`src/rtl/seqbuf_pkg.sv`:
```
package seqbuf_pkg;
  localparam int ADDR_W  = 12;
  localparam int DATA_W  = 16;
  localparam int NBUF    = 2;
  localparam int HADDR_W = 3;

  localparam logic [HADDR_W-1:0] REG_STATUS = 3'd4;
  localparam logic [HADDR_W-1:0] REG_CTRL   = 3'd5;

  // next pointer on an increment: natural wrap at the address width
  function automatic logic [ADDR_W-1:0] ptr_inc(input logic [ADDR_W-1:0] p);
    return p + ADDR_W'(1);
  endfunction

  // register slot of start/end of buffer i
  function automatic logic [HADDR_W-1:0] start_slot(input int i);
    return HADDR_W'(2 * i);
  endfunction

  function automatic logic [HADDR_W-1:0] end_slot(input int i);
    return HADDR_W'(2 * i + 1);
  endfunction
endpackage

```
`src/rtl/seqbuf_regfile.sv`:
```
module seqbuf_regfile
  import seqbuf_pkg::*;
#(
  parameter int AW = ADDR_W,
  parameter int NB = NBUF,
  parameter int HA = HADDR_W
) (
  input  logic                   clk,
  input  logic                   rst_n,
  input  logic                   hcmd_n,
  input  logic                   hce_n,
  input  logic                   hrw,
  input  logic [HA-1:0]          haddr,
  input  logic [AW-1:0]          hwdata,
  input  logic [NB-1:0]          flags,
  output logic [NB-1:0][AW-1:0]  start_q,
  output logic [NB-1:0][AW-1:0]  end_q,
  output logic [NB-1:0]          flag_clr,
  output logic [AW-1:0]          hrdata
);
  logic host_sel, host_wr, host_rd;
  assign host_sel = !hcmd_n && hce_n;
  assign host_wr  = host_sel && !hrw;
  assign host_rd  = host_sel && hrw;

  for (genvar i = 0; i < NB; i++) begin : g_buf
    always_ff @(posedge clk or negedge rst_n) begin
      if (!rst_n) begin
        start_q[i] <= '0;
        end_q[i]   <= '0;
      end else if (host_wr) begin
        if (haddr == start_slot(i)) start_q[i] <= hwdata;
        if (haddr == end_slot(i))   end_q[i]   <= hwdata;
      end
    end
    assign flag_clr[i] = host_wr && (haddr == REG_CTRL) && !hwdata[i];
  end

  always_comb begin
    hrdata = '0;
    if (host_rd) begin
      for (int i = 0; i < NB; i++) begin
        if (haddr == start_slot(i)) hrdata = start_q[i];
        if (haddr == end_slot(i))   hrdata = end_q[i];
      end
      if (haddr == REG_STATUS) hrdata[NB-1:0] = flags;
    end
  end

  assert_status_ro_R8: assert property (@(posedge clk) disable iff (!rst_n)
    (host_wr && haddr == REG_STATUS) |=> ($stable(start_q) && $stable(end_q)));
  assert_unselected_quiet_R8: assert property (@(posedge clk) disable iff (!rst_n)
    (!host_sel) |-> (hrdata == '0));
endmodule

```
`src/rtl/seqbuf_ptr_core.sv`:
```
module seqbuf_ptr_core
  import seqbuf_pkg::*;
#(
  parameter int AW = ADDR_W,
  parameter int NB = NBUF
) (
  input  logic                   clk,
  input  logic                   rst_n,
  input  logic                   cnt_en_n,
  input  logic                   ld_n,
  input  logic [NB-1:0]          strt_n,
  input  logic [AW-1:0]          ld_data,
  input  logic [NB-1:0][AW-1:0]  start_q,
  output logic [AW-1:0]          ptr_q,
  output logic                   inc_fire,
  output logic                   proto_err
);
  logic [AW-1:0] din_q;
  logic          ld_pend;
  logic          strb_any;
  logic [AW-1:0] strb_addr;
  logic          ld_fire, cap_now, strb_fire, viol;

  // lowest-numbered strobe wins
  always_comb begin
    strb_any  = 1'b0;
    strb_addr = '0;
    for (int i = 0; i < NB; i++) begin
      if (!strt_n[i] && !strb_any) begin
        strb_any  = 1'b1;
        strb_addr = start_q[i];
      end
    end
  end

  assign ld_fire   = ld_pend;
  assign cap_now   = !ld_n;
  assign strb_fire = !ld_fire && !cap_now && strb_any;
  assign inc_fire  = !ld_fire && !cap_now && !strb_any && !cnt_en_n;
  assign viol      = strb_any && (cap_now || ld_pend);

  always_ff @(posedge clk or negedge rst_n) begin
    if (!rst_n) begin
      din_q   <= '0;
      ld_pend <= 1'b0;
    end else begin
      ld_pend <= cap_now;
      if (cap_now) din_q <= ld_data;
    end
  end

  always_ff @(posedge clk or negedge rst_n) begin
    if (!rst_n)         ptr_q <= '0;
    else if (ld_fire)   ptr_q <= din_q;
    else if (strb_fire) ptr_q <= strb_addr;
    else if (inc_fire)  ptr_q <= ptr_inc(ptr_q);
  end

  always_ff @(posedge clk or negedge rst_n) begin
    if (!rst_n) proto_err <= 1'b0;
    else        proto_err <= viol;
  end

  assert_inc_step_R2: assert property (@(posedge clk) disable iff (!rst_n)
    inc_fire |=> (ptr_q == ptr_inc($past(ptr_q))));
  assert_capture_holds_R3: assert property (@(posedge clk) disable iff (!rst_n)
    (cap_now && !ld_pend) |=> $stable(ptr_q));
  assert_delayed_load_R3: assert property (@(posedge clk) disable iff (!rst_n)
    ld_fire |=> (ptr_q == $past(din_q)));
  assert_load_beats_strobe_R5: assert property (@(posedge clk) disable iff (!rst_n)
    (ld_pend && strb_any) |=> (ptr_q == $past(din_q)));
  assert_window_flag_R9: assert property (@(posedge clk) disable iff (!rst_n)
    (strb_any && ld_pend) |=> proto_err);
endmodule

```
`src/rtl/seqbuf_eob.sv`:
```
module seqbuf_eob
  import seqbuf_pkg::*;
#(
  parameter int AW = ADDR_W
) (
  input  logic          clk,
  input  logic          rst_n,
  input  logic          inc_fire,
  input  logic [AW-1:0] ptr_q,
  input  logic [AW-1:0] end_q,
  input  logic          clr,
  output logic          flag_q,
  output logic          eob_n
);
  logic hit;
  assign hit = inc_fire && (ptr_inc(ptr_q) == end_q);

  // a new hit wins over a clear in the same cycle
  always_ff @(posedge clk or negedge rst_n) begin
    if (!rst_n)   flag_q <= 1'b0;
    else if (hit) flag_q <= 1'b1;
    else if (clr) flag_q <= 1'b0;
  end

  assign eob_n = ~flag_q;

  assert_sticky_R6: assert property (@(posedge clk) disable iff (!rst_n)
    (flag_q && !clr) |=> flag_q);
  assert_set_by_inc_only_R6: assert property (@(posedge clk) disable iff (!rst_n)
    $rose(flag_q) |-> $past(inc_fire));
  assert_clear_R7: assert property (@(posedge clk) disable iff (!rst_n)
    (clr && !inc_fire) |=> !flag_q);
endmodule

```
`src/rtl/seqbuf_qual.sv`:
```
module seqbuf_qual
  import seqbuf_pkg::*;
#(
  parameter int AW = ADDR_W,
  parameter int DW = DATA_W
) (
  input  logic          clk,
  input  logic          rst_n,
  input  logic          sce_n,
  input  logic          srw,
  input  logic          soe_n,
  input  logic [AW-1:0] ptr_q,
  input  logic [DW-1:0] sdata,
  output logic          mem_wr,
  output logic          mem_rd,
  output logic [AW-1:0] acc_addr,
  output logic [DW-1:0] acc_wdata
);
  logic wr_req, rd_req;
  assign wr_req = !sce_n && !srw;
  assign rd_req = !sce_n && srw && !soe_n;

  always_ff @(posedge clk or negedge rst_n) begin
    if (!rst_n) begin
      mem_wr    <= 1'b0;
      mem_rd    <= 1'b0;
      acc_addr  <= '0;
      acc_wdata <= '0;
    end else begin
      mem_wr    <= wr_req;
      mem_rd    <= rd_req;
      acc_addr  <= ptr_q;
      acc_wdata <= sdata;
    end
  end

  assert_write_qual_R10: assert property (@(posedge clk) disable iff (!rst_n)
    (!sce_n && !srw) |=> mem_wr);
  assert_write_ends_R10: assert property (@(posedge clk) disable iff (!rst_n)
    (sce_n || srw) |=> !mem_wr);
  assert_read_excl_R10: assert property (@(posedge clk) disable iff (!rst_n)
    !(mem_rd && mem_wr));
endmodule

```
`src/rtl/seqbuf_ptr.sv`:
```
module seqbuf_ptr
  import seqbuf_pkg::*;
#(
  parameter int AW = ADDR_W,
  parameter int DW = DATA_W,
  parameter int HA = HADDR_W
) (
  input  logic          clk,
  input  logic          rst_n,
  input  logic          cnt_en_n,
  input  logic          ld_n,
  input  logic          strt1_n,
  input  logic          strt2_n,
  input  logic          sce_n,
  input  logic          srw,
  input  logic          soe_n,
  input  logic [DW-1:0] sdata,
  input  logic          hcmd_n,
  input  logic          hce_n,
  input  logic          hrw,
  input  logic [HA-1:0] haddr,
  input  logic [AW-1:0] hwdata,
  output logic [AW-1:0] hrdata,
  output logic [AW-1:0] ptr,
  output logic          eob1_n,
  output logic          eob2_n,
  output logic          proto_err,
  output logic          mem_wr,
  output logic          mem_rd,
  output logic [AW-1:0] acc_addr,
  output logic [DW-1:0] acc_wdata
);
  localparam int NB = 2;

  logic [NB-1:0][AW-1:0] start_q, end_q;
  logic [NB-1:0]         flag_clr, flags, eob_vec;
  logic                  inc_fire;

  seqbuf_regfile #(.AW(AW), .NB(NB), .HA(HA)) u_regs (
    .clk, .rst_n, .hcmd_n, .hce_n, .hrw, .haddr, .hwdata,
    .flags, .start_q, .end_q, .flag_clr, .hrdata
  );

  seqbuf_ptr_core #(.AW(AW), .NB(NB)) u_core (
    .clk, .rst_n, .cnt_en_n, .ld_n,
    .strt_n   ({strt2_n, strt1_n}),
    .ld_data  (sdata[AW-1:0]),
    .start_q,
    .ptr_q    (ptr),
    .inc_fire,
    .proto_err
  );

  for (genvar i = 0; i < NB; i++) begin : g_eob
    seqbuf_eob #(.AW(AW)) u_eob (
      .clk, .rst_n, .inc_fire,
      .ptr_q  (ptr),
      .end_q  (end_q[i]),
      .clr    (flag_clr[i]),
      .flag_q (flags[i]),
      .eob_n  (eob_vec[i])
    );
  end

  assign eob1_n = eob_vec[0];
  assign eob2_n = eob_vec[1];

  seqbuf_qual #(.AW(AW), .DW(DW)) u_qual (
    .clk, .rst_n, .sce_n, .srw, .soe_n,
    .ptr_q (ptr),
    .sdata, .mem_wr, .mem_rd, .acc_addr, .acc_wdata
  );
endmodule

```
`config.mk`:
```
export PLATFORM = sky130hd
export DESIGN_NAME = seqbuf_ptr
export DESIGN_NICKNAME = d
export VERILOG_FILES = /design/src/rtl/seqbuf_pkg.sv /design/src/rtl/seqbuf_regfile.sv /design/src/rtl/seqbuf_ptr_core.sv /design/src/rtl/seqbuf_eob.sv /design/src/rtl/seqbuf_qual.sv /design/src/rtl/seqbuf_ptr.sv
export SDC_FILE = /design/constraint.sdc
export NUM_CORES = 1
export LEC_CHECK = 0
export BUFFER_PORTS_ARGS = -buffer_cell sky130_fd_sc_hd__buf_2
export CAP_MARGIN = 10
export CORE_ASPECT_RATIO = 0.9
export CORE_MARGIN = 3
export CORE_UTILIZATION = 40
export CTS_BUF_LIST = sky130_fd_sc_hd__clkbuf_4 sky130_fd_sc_hd__clkbuf_8
export DETAILED_ROUTE_END_ITERATION = 16
export PLACE_DENSITY = 0.66
export SLEW_MARGIN = 30
export SYNTH_ARGS = -nofsm -noshare
export SYNTH_HDL_FRONTEND = slang
export SYNTH_HIERARCHICAL = 1
export SYNTH_SLANG_ARGS = --single-unit
export TNS_END_PERCENT = 100
```
`constraint.sdc`:
```
create_clock -name clk -period 3.4 [get_ports clk]
set_clock_uncertainty 0.05 [all_clocks]
set_input_delay 0.85 -clock clk [delete_from_list [all_inputs] [get_ports clk]]
set_output_delay 0.85 -clock clk [all_outputs]
set_load 0.02 [all_outputs]
```
* Word-level counts from Yosys, hierarchy flattened
Index checks and enable logic that the tools add are counted.
Cells by class: add/subtract/negate cells 1, $mul 0, div/mod/pow operators 0, $lt $le $gt $ge 0, eq/ne operators 7, shift-type cells 0, mux-type cells 17, bitwise operators 2, reduce and logical (&&, ||, !) cells 38
Operators with widths (number):
- $mux 12 | 10
- $eq 12x12->1 | 2
- $logic_and 1x1->1 | 17
- $add 12x1->12 const B | 1
- $logic_not 1->1 | 12
- $reduce_and 2->1 | 4
- $eq 3x2->1 const B | 2
- $eq 3x3->1 const B | 2
- $mux 1 | 6
- $reduce_bool 2->1 | 2
- $eq 3x1->1 const B | 1
- $logic_not 3->1 | 1
- $reduce_bool 3->1 | 1
- $mux 2 | 1
- $not 1->1 | 2
- $logic_or 1x1->1 | 1
Word-level totals: register bits after elaboration 106, bits in latches 0, RAM bits 0, bits in read-only memories 0, input port bits 43, output and inout port bits 57, logic and storage cells 79, memories 0

* Logic depth before layout (Yosys ltp)
word-level depth 9, gate-level depth with buffers 6

* By module
The synthesis kept the hierarchy.
Modules (own cells, without submodules):
- seqbuf_regfile | times used 1, cells each 176, area an instance 2368.5 µm², sequential area each 1201.2 µm²
- seqbuf_ptr_core | times used 1, cells each 153, area an instance 1572.8 µm², sequential area each 650.6 µm²
- seqbuf_eob | times used 2, cells each 60, area an instance 437.9 µm², sequential area each 25.0 µm²
- seqbuf_qual | times used 1, cells each 32, area an instance 767.0 µm², sequential area each 750.7 µm²

* Worst setup path before layout
OpenSTA, ideal clock, no wires.
path type input-to-output, from in haddr[2], to out hrdata[1], arrival 2118 ps, data required time 2500 ps, path slack 382 ps, stages on the path 4, buffers on the path 1, cells stage by stage buf_2 -> or3b_1 -> o311a_1 -> a211oi_1
On the way: cells in the longest elaborated chain, start to end 7, elaborated cells between the ends (all ways) 11, classes of those cells 4 x eq/ne; 6 x mux; 1 x reduce/logical
RTL lines:
- start, declared | line seqbuf_ptr.sv:21 | input logic [HA-1:0] haddr,
- $logic_not 3->1 | line seqbuf_regfile.sv:43 | if (haddr == start_slot(i)) hrdata = start_q[i];
- $mux 12 | line seqbuf_regfile.sv:43
- $mux 12 | line seqbuf_regfile.sv:44 | if (haddr == end_slot(i)) hrdata = end_q[i];
- $mux 12 | line seqbuf_regfile.sv:43
- $mux 12 | line seqbuf_regfile.sv:44
- $mux 2 (*) | line seqbuf_regfile.sv:46 | if (haddr == REG_STATUS) hrdata[NB-1:0] = flags;
- $mux 12 (*) | line seqbuf_regfile.sv:41 | if (host_rd) begin
- end, declared | line seqbuf_ptr.sv:23 | output logic [AW-1:0] hrdata,
Every way passes the cells marked *; elsewhere a longest branch is shown, timed or not.

* Worst setup path after layout
from in haddr[1], to out hrdata[1]
The elaborated chain is that of the path after synthesis.

==> flow_summary.yaml <==
yosys:
  synthArstFlopShare: 1.000
  synth_top_area_cell: "dfrtp_1"
  synth_area_per_cell_sq_um: 11.61
  ys_ff_latch: 106
  synth_nets: 527
  yosys_warnings: 6
  ys.flop_type: "dfrtp_1"
  postSynthCellCount: 481
  synth_top_area_frac: 0.4750
  syn-cell-area_sq_um: 5584
  post_synth_num_cell_types: 67
  seq_area_frac_synth: 0.4750
  synthTopCellsByArea: "dfrtp_1 48%, mux2_2 11%, mux2_4 5.4%, xor2_1 2.5%, o21ai_0 2.2%"
  synth-edff-count: 0
layout:
  antenna_cells: 0
  final_cell_mix: "106 x dfrtp_1, 98 x buf_2, 55 x mux2_2, 29 x nor2_1, 25 x o21ai_0"
  fin_nets: 629
  fillers: 1226
  drive_gt1_frac: 0.3776
  final_common_cell: "dfrtp_1"
  fin_area_sq_um: 6476
  area_growth_pct: 15.98
critical_path:
  reg2reg_from: "u_core/ptr_q[1]"
  critPathMaxFanout: 20
  cp.buffers_inverters: 2
  reg2reg_to: "g_eob[0].u_eob/flag_q"
  crit_chain: "buf_2, mux2i_1, o311a_1, a211oi_1, buf_2"
  arrival_ps: 2240
  endpoint_kind: "output pin"
  worst-endpoint-required_ps: 2500
  reg2reg_depth: 5
  cp_top_family: "buffers and inverters"
  cp-startpoint: "haddr[1]"
  slowest_stage: "buf_2"
  cpMostUsedCell: "buf_2"
  slowest_delay_ps: 400
  cp.depth: 5
  start_kind: "input pin"
  worstSetupEndpoint: "hrdata[1]"
  rrSetupSlack_ps: 1100
  path_class: "input pin to output pin"
place:
  gp_congestion: 0.9143
  dp_slack_ps: 281.3
  dp_hpwl_um: 10880
  placed_cell_area_sq_um: 6270
  port-buffer-count: 99
sta:
  fmax_ghz: 0.3189
  worstMarginPinSlew_ps: 732.3
  tns_ps: 0
  relSlewSlack: 0.5106
  timing.final.crit_period_ps: 3135
  setup_viol: 0
  worst_slack_ps: 264.6
  period_share: 0.9222
  rsz0062_at_grt: "no"
  hold_viol: 0
  timing.final.max_slew_violations: 0
drt:
  ant_nets: 0
  firstDrtPassIters: 5
  wirelength_um: 15400
  wl_per_cell_um: 20.38
  drtIter0Drc: 503
  drc: 0
  vias_per_cell: 5.880
  vias: 4445
clock_network:
  cts.clk_slew.worst_paths_ps: 100
  post_cts_resized: 0
  cts_setup_buffers: 0
  clock_latency_ps: 380
  hold_buffers: 0
  cts_root_buf: "clkbuf_8"
  cts.sinks: 106
  cts_made_buffers: 9
  cts.path.max_buffers: 2
  cts_tree: "yes"
  cts.htree.levels: 3
grt:
  grt_max_degree: 62
  overflow: 0
  gr-usage-all-layers: 0.2000
  grt_pass1_wl_um: 23830
  antenna_found_initial: 1
  grt_pass1_vias: 4233
floorplan:
  die_y_um: 118.1
  die_w_um: 130.5
  coreArea_sq_um: 13510
  die_area_sq_um: 15420
  initial_core_util: 0.4132
  row_count: 40
  io_pins: 100
power_and_ir_drop:
  power_density_nw_per_um2: 532.2
  ir_drop_mv: 0.2445
  cellLeakagePower_nw: 2.923
min_path:
  min_path_type: "input pin to async pin"
run_status:
  status: "complete, no violations"
run:
  cap_violations: 0
[sequential cells by signal (all words and copies together), names as in the netlist]
signal and cells:
u_qual/acc_wdata 16, u_core/din_q 12, u_regs/end_q 24, u_regs/start_q 24
u_core/ld_fire 1, u_core/ptr_q 12, u_qual/mem_wr 1, g_eob.u_eob/flag_q 2
u_qual/acc_addr 12, u_core/proto_err 1, u_qual/mem_rd 1
[synth_stat cells, drive strengths merged, types with 4 or more instances]
library cell,instances
dfrtp,106
buf,15
nor4,6
nor2,30
o22ai,17
and2b,4
a22oi,6
nor3b,8
a21oi,13
o21ai,25
xor2,16
nor2b,5
a211oi,5
xnor2,13
inv,12
a22o,9
or3,5
nor3,8
nand4,8
nand2,21
nand2b,7
a31oi,5
mux2,75
nand3,16
[cell type report]
type	count	area, sq um	share of cell area
Clock buffer	11	145.1	0.02241
Timing Repair Buffer	108	578.1	0.08926
Sequential cell	106	2653	0.4096
Tap cell	168	210.2	0.03246
Clock inverter	5	61.31	0.009467
Multi-Input combinational cell	345	2780	0.4293
Inverter	13	48.80	0.007535
[worst min path at each step]
stage | start | endpoint | slack, ps | cells past startpoint
6_report | rst_n | u_qual/acc_addr[7] | 430 | 1
5_1_grt | rst_n | u_qual/acc_addr[7] | 470 | 1
4_1_cts | rst_n | u_qual/acc_addr[7] | 460 | 1
3_5_place_dp | u_core/din_q[9] | u_core/din_q[9] | 440 | 1
3_3_place_gp | u_core/din_q[9] | u_core/din_q[9] | 440 | 1
2_1_floorplan | u_core/din_q[5] | u_core/din_q[5] | 420 | 1
[worst reg2reg max path, cell delays in order, from the launching register on]
cell and delay [ps]:
dfrtp_1 790, nand3_2 280, or3_1 460, mux2_2 250
nor2_1 50, o41ai_2 330
[through the flow]
stage            util  power (mW)  std cells  hold WS [ps]
4_1_cts        0.4793       3.465        756         458.9
3_5_place_dp   0.4640       2.644        740         437.1
6_report       0.4793       3.447        756         433.6
5_1_grt        0.4793       3.626        756         471.7
2_1_floorplan       -       2.290        481         420.0
3_3_place_gp   0.4640       2.604        740         439.1
[per-layer routing]
metal / share of wire / GRT usage / vias up
met2: 0.43 / 0.2784 / 210
met3: 0.087 / 0.04401 / 32
li1: - / - / 1994
met4: 0.031 / 0.08098 / 2
met1: 0.45 / 0.2993 / 2207
met5: 0.00045 / 0 / -
[cells by family after synthesis]
| kind of cell | share of synthesized area |
|---|---|
| mux | 0.1683 |
| fa+ha+maj | 0.006723 |
| compound gates | 0.1286 |
| flops | 0.4750 |
| simple gates | 0.1488 |
| xor+xnor | 0.04548 |
| buf+inv | 0.02711 |
[power breakdown]
group | total, mW | switching (mW) | internal, mW
clock | 0.813 | 0.440 | 0.373
sequential | 1.70 | 0.259 | 1.44
combinational | 0.932 | 0.487 | 0.445
total | 3.45 | 1.19 | 2.26
Power figures use the tool's default switching activity.
